**src/rtl/secmon_pkg.sv**
```systemverilog
package secmon_pkg;
  localparam int unsigned ST_W      = 5;
  localparam int unsigned N_SRC     = 6;
  localparam int unsigned BB_SRC    = 2;
  localparam int unsigned ALARM_POS = 13;
  localparam int unsigned DATA_W    = 32;

  localparam int unsigned CMD_ALARM   = 0;
  localparam int unsigned CMD_IRQ_EN  = 1;
  localparam int unsigned CMD_BB_CLR  = 2;
  localparam int unsigned CMD_IRQ_CLR = 3;

  typedef enum logic [ST_W-1:0] {
    ST_START  = 5'h00,
    ST_ZERO   = 5'h05,
    ST_HEALTH = 5'h06,
    ST_FAIL   = 5'h09,
    ST_SECURE = 5'h0A,
    ST_NONSEC = 5'h0C
  } mon_state_e;

  // status bit of each detector source
  function automatic int unsigned src_pos(input int unsigned idx);
    return (idx == N_SRC - 1) ? 24 : 8 + idx;
  endfunction
endpackage

```
**src/rtl/secmon_cmd.sv**
```systemverilog
module secmon_cmd
  import secmon_pkg::*;
(
  input  logic       clk_i,
  input  logic       rst_ni,
  input  logic       wr_i,
  input  logic [3:0] data_i,
  output logic       alarm_o,
  output logic       clr_all_o,
  output logic       clr_bb_o,
  output logic       irq_en_o,
  output logic       bb_pulse_o
);
  logic irq_en_q, bb_q;

  assign alarm_o   = wr_i & data_i[CMD_ALARM];
  assign clr_all_o = wr_i & data_i[CMD_IRQ_CLR];
  assign clr_bb_o  = wr_i & data_i[CMD_BB_CLR];

  always_ff @(posedge clk_i or negedge rst_ni) begin
    if (!rst_ni) begin
      irq_en_q <= 1'b0;
      bb_q     <= 1'b0;
    end else begin
      if (wr_i) irq_en_q <= data_i[CMD_IRQ_EN];
      bb_q <= clr_bb_o;
    end
  end

  assign irq_en_o   = irq_en_q;
  assign bb_pulse_o = bb_q;

  p_bb_pulse_r9: assert property (@(posedge clk_i) disable iff (!rst_ni)
    clr_bb_o |=> bb_pulse_o);
endmodule

```
**src/rtl/secmon_flags.sv**
```systemverilog
module secmon_flags
  import secmon_pkg::*;
#(
  parameter int unsigned NS = N_SRC,
  parameter int unsigned BB = BB_SRC
) (
  input  logic        clk_i,
  input  logic        rst_ni,
  input  logic [NS-1:0] src_i,
  input  logic        alarm_i,
  input  logic        clr_all_i,
  input  logic        clr_bb_i,
  input  logic        hold_i,
  output logic [NS:0] flags_o
);
  logic [NS:0] flags_q;
  logic [NS:0] set_v;

  assign set_v = {alarm_i, src_i};

  for (genvar g = 0; g <= NS; g++) begin : g_flag
    localparam bit IS_BB = (g == BB);
    logic clr;
    assign clr = !hold_i && (clr_all_i || (IS_BB && clr_bb_i));
    always_ff @(posedge clk_i or negedge rst_ni) begin
      if (!rst_ni)        flags_q[g] <= 1'b0;
      else if (set_v[g])  flags_q[g] <= 1'b1;
      else if (clr)       flags_q[g] <= 1'b0;
    end
  end

  assign flags_o = flags_q;

  p_keep_in_fail_r8: assert property (@(posedge clk_i) disable iff (!rst_ni)
    hold_i |=> ((flags_q & $past(flags_q)) == $past(flags_q)));
  p_src_sets_r7: assert property (@(posedge clk_i) disable iff (!rst_ni)
    (|src_i) |=> ((flags_q[NS-1:0] & $past(src_i)) == $past(src_i)));
  p_alarm_flag_r5: assert property (@(posedge clk_i) disable iff (!rst_ni)
    alarm_i |=> flags_q[NS]);
endmodule

```
**src/rtl/secmon_fsm.sv**
```systemverilog
module secmon_fsm
  import secmon_pkg::*;
(
  input  logic       clk_i,
  input  logic       rst_ni,
  input  logic       alarm_i,
  input  logic       fatal_i,
  input  logic       soft_now_i,
  input  logic       soft_pend_i,
  input  logic       checkin_i,
  input  logic       zero_done_i,
  output mon_state_e state_o
);
  mon_state_e st_q, st_d;

  always_comb begin
    st_d = st_q;
    if (st_q != ST_FAIL && (alarm_i || fatal_i)) begin
      st_d = ST_FAIL;
    end else begin
      unique case (st_q)
        ST_START:  st_d = ST_ZERO;
        ST_ZERO:   if (zero_done_i) st_d = ST_HEALTH;
        ST_HEALTH: if (checkin_i)
                     st_d = (soft_now_i || soft_pend_i) ? ST_NONSEC : ST_SECURE;
        ST_SECURE: if (soft_now_i) st_d = ST_NONSEC;
        ST_NONSEC: st_d = ST_NONSEC;
        ST_FAIL:   st_d = ST_FAIL;
        default:   st_d = ST_FAIL;
      endcase
    end
  end

  always_ff @(posedge clk_i or negedge rst_ni) begin
    if (!rst_ni) st_q <= ST_START;
    else         st_q <= st_d;
  end

  assign state_o = st_q;

  p_fail_lock_r5: assert property (@(posedge clk_i) disable iff (!rst_ni)
    (st_q == ST_FAIL) |=> (st_q == ST_FAIL));
  p_fatal_fail_r6: assert property (@(posedge clk_i) disable iff (!rst_ni)
    fatal_i |=> (st_q == ST_FAIL));
  p_start_next_r2: assert property (@(posedge clk_i) disable iff (!rst_ni)
    (st_q == ST_START) |=> (st_q == ST_ZERO || st_q == ST_FAIL));
  p_soft_drop_r4: assert property (@(posedge clk_i) disable iff (!rst_ni)
    (st_q == ST_SECURE && soft_now_i && !fatal_i && !alarm_i) |=> (st_q == ST_NONSEC));
endmodule

```
**src/rtl/secmon_ctrl.sv**
```systemverilog
module secmon_ctrl
  import secmon_pkg::*;
#(
  parameter logic [N_SRC-1:0] FATAL_MASK = 6'b101010
) (
  input  logic              clk_i,
  input  logic              rst_ni,
  input  logic              wr_en_i,
  input  logic              wr_sel_i,
  input  logic [DATA_W-1:0] wr_data_i,
  input  logic              rd_sel_i,
  output logic [DATA_W-1:0] rd_data_o,
  input  logic              zero_done_i,
  output logic              zero_req_o,
  input  logic              checkin_i,
  input  logic [N_SRC-1:0]  err_i,
  output logic              bb_clear_o,
  output logic              key_sel_o,
  output logic              cipher_en_o,
  output logic              irq_o
);
  localparam logic [N_SRC-1:0] SOFT_MASK = ~FATAL_MASK;

  logic       cmd_wr, alarm, clr_all, clr_bb, irq_en;
  logic [N_SRC:0] flags;
  mon_state_e state;
  logic [DATA_W-1:0] sts_word, cmd_word;
  logic unused_wdata;

  assign cmd_wr       = wr_en_i & wr_sel_i;
  assign unused_wdata = ^wr_data_i[DATA_W-1:4];

  secmon_cmd u_cmd (
    .clk_i, .rst_ni,
    .wr_i      (cmd_wr),
    .data_i    (wr_data_i[3:0]),
    .alarm_o   (alarm),
    .clr_all_o (clr_all),
    .clr_bb_o  (clr_bb),
    .irq_en_o  (irq_en),
    .bb_pulse_o(bb_clear_o)
  );

  secmon_flags #(.NS(N_SRC), .BB(BB_SRC)) u_flags (
    .clk_i, .rst_ni,
    .src_i    (err_i),
    .alarm_i  (alarm),
    .clr_all_i(clr_all),
    .clr_bb_i (clr_bb),
    .hold_i   (state == ST_FAIL),
    .flags_o  (flags)
  );

  secmon_fsm u_fsm (
    .clk_i, .rst_ni,
    .alarm_i    (alarm),
    .fatal_i    (|(err_i & FATAL_MASK)),
    .soft_now_i (|(err_i & SOFT_MASK)),
    .soft_pend_i(|(flags[N_SRC-1:0] & SOFT_MASK)),
    .checkin_i,
    .zero_done_i,
    .state_o    (state)
  );

  always_comb begin
    sts_word = '0;
    sts_word[ST_W-1:0] = state;
    for (int i = 0; i < int'(N_SRC); i++) sts_word[src_pos(i)] = flags[i];
    sts_word[ALARM_POS] = flags[N_SRC];
    cmd_word = '0;
    cmd_word[CMD_IRQ_EN] = irq_en;
  end

  assign rd_data_o   = rd_sel_i ? cmd_word : sts_word;
  assign zero_req_o  = (state == ST_ZERO);
  assign key_sel_o   = (state == ST_SECURE);
  assign cipher_en_o = (state == ST_SECURE) || (state == ST_NONSEC);
  assign irq_o       = irq_en & (|flags);

  p_checkin_secure_r3: assert property (@(posedge clk_i) disable iff (!rst_ni)
    (state == ST_HEALTH && checkin_i && flags == '0 && err_i == '0 && !alarm)
      |=> key_sel_o);
  p_fail_dark_r5: assert property (@(posedge clk_i) disable iff (!rst_ni)
    alarm |=> !cipher_en_o);
endmodule

```
**config.mk**
```make
export PLATFORM = sky130hd
export DESIGN_NAME = secmon_ctrl
export DESIGN_NICKNAME = d
export VERILOG_FILES = /design/src/rtl/secmon_pkg.sv /design/src/rtl/secmon_cmd.sv /design/src/rtl/secmon_flags.sv /design/src/rtl/secmon_fsm.sv /design/src/rtl/secmon_ctrl.sv
export SDC_FILE = /design/constraint.sdc
export NUM_CORES = 1
export LEC_CHECK = 0
export ABC_AREA = 1
export ABC_CLOCK_PERIOD_IN_PS = 1000
export BUFFER_PORTS_ARGS = -buffer_cell sky130_fd_sc_hd__buf_2
export CORE_MARGIN = 2
export CORE_UTILIZATION = 35
export CTS_BUF_LIST = sky130_fd_sc_hd__clkbuf_4
export CTS_CLUSTER_SIZE = 14
export DETAILED_ROUTE_END_ITERATION = 10
export PLACE_DENSITY = 0.79
export SLEW_MARGIN = 20
export SYNTH_ARGS = -nofsm -noshare
export SYNTH_HDL_FRONTEND = slang
export SYNTH_SLANG_ARGS = --single-unit
export TNS_END_PERCENT = 50
```
**constraint.sdc**
```tcl
create_clock -name clk_i -period 1 [get_ports clk_i]
set_input_delay 0 -clock clk_i [delete_from_list [all_inputs] [get_ports clk_i]]
set_output_delay 0 -clock clk_i [all_outputs]
set_load 0.1 [all_outputs]
```
==> metrics.txt, run 1 <==
Synth Area in Compound Gates 6.28%; Tightest Hold Check Type input pin to flop; first-pass GRT wire length 4890 um; slowest cell delay on critical path 420 ps; Cell Area, Synth 917 sq um; clock root cell clkbuf_4; H-tree Lvls 1; clock share of power 19.1%; status complete, but fails checks; placed cell count 211; dpl cell area 1500 sq um; Net Sw Power 0.853 mW; max frequency 738 MHz; layer with the highest usage met2; CTS tree built; Reg power frac 30.8%; Leak 1.01 nW; CP Buf/Inv Count 1; Ant. Diodes 0; Rows 18; design area 1900 sq um; vias per inst 4.62; CTS buffer count 3; CP Class flop to output port; wire per inst 13.2 um; Adder-Cell Fraction of Synth Area 0%; worst path cell trace nor4_4 > a21boi_4 > buf_12; Area Overhead vs Synth 107%; largest net degree at the start of global routing 14; Skew-Pair Late Insertion Delay 280 ps; P_int 0.888 mW; VDD IR max 932 uV; period utilization 135%; Post-Syn Instances 130; GR Layer Usage met3 3.76%; I/O Pins 82; GRT Util Overall 23.2%; Simple-Gate Fraction of Synth Area 32.9%; clock-pin slew on the worst setup and hold paths 80 ps; Avg Cell Area, Syn 7.05 sq um; Power Dens Cells 919 nW/um^2; final hold viol count 0; CP delay by family, top flip-flops; Core Region 2480 sq um; Die ar. 3050 sq um; detailed-route via count 1,082; GR met1 Demand/Resource 27.4%; Clock Sinks 13; TNS Setup -6630 ps; final worst setup slack -354 ps; sequential fraction of the synthesis area 35.5%; largest family of logic cells by synthesized area simple AND/OR/NAND/NOR gates; CP Data Required Time 1000 ps; most frequent cells in the layout nand2_1, conb_1, buf_2, buf_12, buf_4; Post-Synth XOR/XNOR Area 0%; Sw Ratio 49.0%; Worst Setup Start Kind flop; mux contribution to synthesized area 0%; first-pass detailed-route iteration total 4; DRT antenna net count 0; # Max-Cap Violations 0; Arrival @ worst endpoint 1350 ps; RSZ-0062 raised after global routing yes; layout cell share with drive strength beyond 1 54.9%; #FFs+latches synth 13; number of global-route vias before repair 1,044; worst hold slack 109 ps; CTS max path bufs 2; DRT Wirelength 3100 um; grt ovf 0; fin nets 250; Slew Viols, Final 0; logic gate share of total power 50.1%; clock period minus worst slack 1350 ps; PortBufs 32; crit path max-delay cell type dfrtp_1; Finished Layout Cells 234; synth unique cells 20; initial antenna violation count 0; die width 55.2 um; met2 Resource Use GR 41.3%; Yosys warnings 0; failing checks setup timing; Starting Density 37.0%; Critical Path End Type output port; final setup fails 26; Worst Skew 3.34 ps; 1st-iter DRT viols 25; Placer Congestion 0.882; DRC 0; worst-path maximum fanout 2; Die Y 55.2 um; hpwl dp 1800 um
## registers in the layout, indices dropped and copies added (netlist names)
signal / cells
u_cmd.bb_pulse_o: 1
u_cmd.irq_en_o: 1
u_fsm.state_o: 4
u_flags.flags_o: 7
## per-stage QoR
step / total power, mW / utilization, % / worst slack, ps
floorplan: 1.22 / - / -507
global placement: 1.35 / 60.6 / -166
detailed placement: 1.35 / 60.6 / -207
CTS: 1.72 / 74.5 / -317
global route: 1.79 / 76.5 / -411
finish: 1.74 / 76.5 / -354
## synthesized netlist by cell type (all sizes together)
cell type | count | share of area (%)
a21boi | 1 | 0.82
a21o | 5 | 4.1
buf | 21 | 17
clkbuf | 1 | 0.41
conb | 1 | 0.41
dfrtp | 13 | 35
inv | 18 | 7.4
nand2 | 32 | 13
nand3 | 6 | 4.4
nand3b | 2 | 1.6
nand4 | 1 | 0.68
nor2 | 23 | 11
nor3 | 3 | 1.6
nor4 | 1 | 0.68
o21ai | 1 | 0.55
o21bai | 1 | 0.82
## worst reg2reg max path: cells and delay by family, from the launching register on
kind,cells,cell delay (ps)
compound gates,1,200
buf+inv,2,230
flops,1,470
simple gates,3,330
## worst paths after layout
kind,from,endpoint,slack (ps),cells past startpoint
min in group asynchronous,rst_ni,u_fsm.state_o[2],150,2
max reg2reg,u_fsm.state_o[0],u_flags.flags_o[5],-330,6
min reg2reg,u_flags.flags_o[3],u_flags.flags_o[3],610,1
min,wr_data_i[3],u_flags.flags_o[6],110,4
max in group asynchronous,rst_ni,u_fsm.state_o[0],590,2
max,u_flags.flags_o[5],irq_o,-350,3
## repair_timing
action	in CTS	in global routing
hold buffers	12	0
endpoints found under the hold margin	22	0
setup endpoints to repair	26	26
buffers inserted	5	2
pin swaps	14	8
gates cloned	0	0
resized for setup	48	8
## power by group through the flow
| stage | clock network (mW) | registers [mW] | logic, mW |
|---|---|---|---|
| detailed placement | 0 | 0.546 | 0.802 |
| finish | 0.332 | 0.537 | 0.873 |
| CTS | 0.328 | 0.535 | 0.860 |
| global route | 0.360 | 0.538 | 0.897 |
| floorplan | 0 | 0.557 | 0.667 |
| global placement | 0 | 0.546 | 0.800 |
## cell families (layout without fill, tap and decap cells)
| group | count (synthesis) | after routing |
|---|---|---|
| AND/OR/NAND/NOR | 68 | 68 |
| buffers and inverters | 40 | 94 |
| flip-flops | 13 | 13 |
| AO/OA/AOI/OAI | 8 | 8 |
| other | 1 | 21 |
## layout make-up
cell class / count / area, sq um
timing repair buffer: 72 / 776
inverter: 18 / 77.6
sequential: 13 / 330
clock inverter: 1 / 5.00
tap: 30 / 37.5
fill: 156 / 582
multi-input combinational: 97 / 647
clock buffer: 3 / 22.5
## layer usage
layer / wire length [um] / part of all wire [%] / vias to the layer above
met4: 78 / 2.5 / 0
li1: - / - / 504
met3: 149 / 4.8 / 10
met1: 1150 / 37 / 519
met5: 0 / 0 / -
met2: 1720 / 55 / 49
Power figures use the tool's default switching activity.
==> inputs of run 2 (changes only) <==
ABC_CLOCK_PERIOD_IN_PS = 1500   (was 1000)
CORE_UTILIZATION = 38   (was 35)
PLACE_DENSITY = 0.81   (was 0.79)
SLEW_MARGIN = not set   (was 20)
clock period = 1.5 ns   (was 1 ns; I/O delays follow)
==> run 2 against run 1 <==
Effect of this change: the run now ends clean; clock skew rose by 5.1 ps; die area fell by 7.3%; cell area fell by 36%; non-clock buffer count fell by 30; critical path type unchanged; worst setup slack improved by 380 ps.
==> metrics.txt, run 2 (synthesized netlist as in run 1, its figures left out) <==
GRT Util Overall 17.1%; DRT Wirelength 2160 um; Rows 17; Die ar. 2820 sq um; Skew-Pair Late Insertion Delay 270 ps; Area Overhead vs Synth 33.3%; Clock Sinks 13; final setup fails 0; # Max-Cap Violations 0; status finished clean; most frequent cells in the layout nand2_1, buf_2, conb_1, nor2_1, inv_1; DRT antenna net count 0; number of flip-flops in the largest register 7; die width 53.1 um; Placer Congestion 0.782; CP Data Required Time 1500 ps; vias per inst 4.37; final hold viol count 0; Core Region 2250 sq um; P_int 0.532 mW; wire per inst 10.7 um; PortBufs 32; hold_sp wr_sel_i; number of global-route vias before repair 800; RSZ-0062 raised after global routing no; 1st-iter DRT viols 24; design area 1220 sq um; Starting Density 40.7%; logic gate share of total power 45.0%; R2R Path Start u_fsm.state_o[2]; CTS buffer count 3; hpwl dp 1490 um; dpl cell area 1080 sq um; clock share of power 21.1%; clock root cell clkbuf_4; Die Y 53.1 um; DRC 0; fin nets 220; Net Sw Power 0.523 mW; Power Dens Cells 863 nW/um^2; layout cell share with drive strength beyond 1 30.5%; first-pass GRT wire length 3460 um; Reg power frac 34.0%; Fillers 230; Sw Ratio 49.6%; CP Class flop to output port; Worst Skew 8.41 ps; H-tree Lvls 1; Arrival @ worst endpoint 1470 ps; I/O Pins 82; detailed-route via count 883; clock-pin slew on the worst setup and hold paths 80 ps; first-pass detailed-route iteration total 4; grt ovf 0; Power, Total 1.06 mW; Tightest Hold Check Type input pin to flop; Slew Viols, Final 0; Worst Setup Start Kind flop; period utilization 98.0%; CTS tree built; Leak 0.729 nW; largest net degree at the start of global routing 14; VDD IR max 566 uV; Ant. Diodes 0; CTS max path bufs 2; max frequency 680 MHz; clock period minus worst slack 1470 ps; worst-path maximum fanout 3; setup repair bufs after CTS 0; initial antenna violation count 0; CP Launch Point u_flags.flags_o[6]; Critical Path End Type output port
==> run 2: final cells by class <==
| type | instances | area, sq um | area share [%] |
|---|---|---|---|
| multi-input cells | 97 | 472 | 38.6 |
| well taps | 28 | 35.0 | 2.87 |
| repair buffers | 42 | 293 | 24.0 |
| inverters | 18 | 67.6 | 5.53 |
| flip-flops and latches | 13 | 325 | 26.6 |
| clock buffers | 4 | 30.0 | 2.46 |
==> run 2: routing by layer <==
| metal | wire length (um) | share of wire (%) | global-route usage, % |
|---|---|---|---|
| met1 | 913 | 42 | 20.8 |
| met2 | 1120 | 52 | 32.5 |
| met3 | 124 | 5.7 | 1.98 |
| met4 | 0 | 0 | 2.56 |
| met5 | 0 | 0 | 0 |
==> run 2: repair_timing <==
item | 4_1_cts | 5_1_grt
setup endpoints to repair | 0 | 2
hold endpoints to repair | 22 | 0
hold buffers | 10 | 0
resized for setup | 0 | 3
==> run 2: power groups by stage <==
stage	logic, mW	registers (mW)	clock network [mW]
floorplan	0.434	0.371	0
detailed placement	0.452	0.365	0
global placement	0.450	0.365	0
CTS	0.472	0.358	0.230
finish	0.474	0.358	0.223
global route	0.491	0.359	0.248
==> run 2: worst paths after layout <==
path	to	slack [ps]	depth (start not counted)
setup / recovery	irq_o	30	3
hold / removal	u_cmd.irq_en_o	20	4
setup reg to reg	u_fsm.state_o[2]	280	8
hold reg to reg	u_cmd.irq_en_o	540	2
max in group asynchronous	u_fsm.state_o[2]	1100	2
min in group asynchronous	u_cmd.irq_en_o	160	2
==> run 2: worst max-delay path, stage by stage, from the launching register on <==
cell      delay [ps]
dfrtp_1          430
nor4_2           390
a21boi_2          80
buf_2            300
==> run 2: through the flow <==
stage	hold slack [ps]	setup slack [ps]	utilization, %	std cells	TNS (ps)
detailed placement	-99.4	265	47.8	188	0
CTS	20.5	22.2	53.6	202	0
global placement	-102	285	47.8	188	0
floorplan	-296	-164	-	150	-1170
global route	53.8	11.9	54.2	202	0
finish	18.5	29.3	54.2	202	0
==> inputs of run 3 (changes only) <==
CORE_MARGIN = 10   (was 2)
GPL_TIMING_DRIVEN = 0   (was not set)
REMOVE_ABC_BUFFERS = 1   (was not set)
==> run 3 against run 2 <==
Effect of this change: utilization shrank 2.3 points; first-iteration DRC count up 83%; clock skew fell by 7.7 ps; cell area down 4.2%; fmax increased by 1.6%; sequential cell count unchanged; register-to-register slack worse by 20 ps; critical endpoint unchanged; largest power group unchanged; clock power is essentially flat; non-clock buffer count unchanged; combinational power barely moved; hold slack worse by 1.1 ps.
==> metrics.txt, run 3 (synthesized netlist as in run 1, its figures left out) <==
status finished clean; met2 Resource Use GR 16.3%; DRT antenna net count 0; worst-path maximum fanout 3; clock period minus worst slack 1450 ps; Worst Skew 0.694 ps; R2R Path Start u_fsm.state_o[1]; Tightest Hold Check Type input pin to flop; I/O Pins 82; vias per inst 4.30; hold_sp wr_sel_i; Die Y 69.1 um; Clock Sinks 13; Power Dens Cells 903 nW/um^2; DRC 0; CP Data Required Time 1500 ps; GR met1 Demand/Resource 9.55%; final setup fails 0; most frequent cells in the layout nand2_1, buf_2, conb_1, nor2_1, inv_1; Starting Density 40.7%; PortBufs 32; R2R depth 5; number of global-route vias before repair 856; slowest cell delay on critical path 410 ps; first-pass detailed-route iteration total 4; largest net degree at the start of global routing 14; # Max-Cap Violations 0; layout cell share with drive strength beyond 1 26.4%; hpwl dp 1950 um; CTS max path bufs 2; crit path max-delay cell type dfrtp_1; H-tree Lvls 1; max frequency 691 MHz; period utilization 96.5%; Slew Viols, Final 0; RR Endpoint u_fsm.state_o[3]; clock root cell clkbuf_4; Hold EP u_cmd.bb_pulse_o; VDD IR max 627 uV; fin nets 220; Area Overhead vs Synth 27.7%; detailed-route via count 869; Core Util, Final 51.9%; RSZ-0062 raised after global routing no; first-pass GRT wire length 3770 um; Placer Congestion 0.854; Worst Setup Start Kind flop; grt ovf 0; number of flip-flops in the largest register 7; CTS tree built; GRT Util Overall 9.19%; most common cell after layout, fill and taps aside nand2_1; worst path cell trace nor4_1 > a21boi_0 > buf_4; Core Region 2250 sq um; TNS Setup 0 ps; CTS buffer count 3; WHS Path Cells 3; Arrival @ worst endpoint 1450 ps; die width 69.1 um; CP Class flop to output port; Critical Path End Type output port; clock-pin slew on the worst setup and hold paths 70 ps; wire per inst 11.9 um; Die ar. 4780 sq um; CP delay by family, top flip-flops; GR Layer Usage met3 3.00%; Skew-Pair Late Insertion Delay 270 ps; Leak 0.722 nW; final hold viol count 0; initial antenna violation count 0; 1st-iter DRT viols 44; R2R setup slack 260 ps; CP Buf/Inv Count 1; layer with the highest usage met2; Rows 17; DRT Wirelength 2410 um; Ant. Diodes 0
==> run 3: worst max path at each step <==
stage / depth (start not counted) / from / end
6_report: 3 / u_flags.flags_o[6] / irq_o
5_1_grt: 3 / u_flags.flags_o[6] / irq_o
4_1_cts: 3 / u_flags.flags_o[6] / irq_o
3_5_place_dp: 3 / u_flags.flags_o[4] / irq_o
3_3_place_gp: 5 / u_fsm.state_o[1] / u_fsm.state_o[3]
2_1_floorplan: 2 / u_flags.flags_o[4] / irq_o
==> run 3: per-layer routing <==
metal | part of all wire [%] | wire (um)
met5 | 0 | 0
met4 | 1.5 | 35
met3 | 7.1 | 170
met2 | 53 | 1290
met1 | 38 | 917
==> run 3: power breakdown <==
group          leakage [nW]  switching [mW]  internal, mW
Sequential            0.133         0.00373         0.355
Clock                0.0184           0.104         0.121
Combinational         0.571           0.418        0.0564
==> run 3: final cells by class <==
cell class / count / area (sq um)
Sequential cell: 13 / 325
Fill cell: 218 / 1080
Clock buffer: 4 / 30.0
Timing Repair Buffer: 42 / 270
Multi-Input combinational cell: 97 / 443
Inverter: 18 / 67.6
Tap cell: 28 / 35.0
==> run 3: what timing repair did <==
action / 4_1_cts / 5_1_grt
endpoints found under the hold margin: 22 / 0
hold buffers: 10 / 0
buffers inserted: 0 / 0
gates cloned: 0 / 0
resized for setup: 4 / 1
endpoints found under the setup margin: 3 / 1
==> run 3: worst reg2reg max path: cells and delay by family (launching register included) <==
kind	cells	cell delay [ps]
AND/OR/NAND/NOR	4	550
flip-flops	1	430
AO/OA/AOI/OAI	1	150
==> run 3: per-stage QoR <==
step	instance area (sq um)	power [mW]	hold slack [ps]	instances	setup WS [ps]
2_1_floorplan	831	0.755	-296	128	-1110
3_3_place_gp	1030	0.814	-103	188	285
3_5_place_dp	1030	0.815	-107	188	221
4_1_cts	1170	1.06	17.1	202	28.5
5_1_grt	1170	1.09	41.1	202	9.20
6_report	1170	1.06	17.4	202	52.6
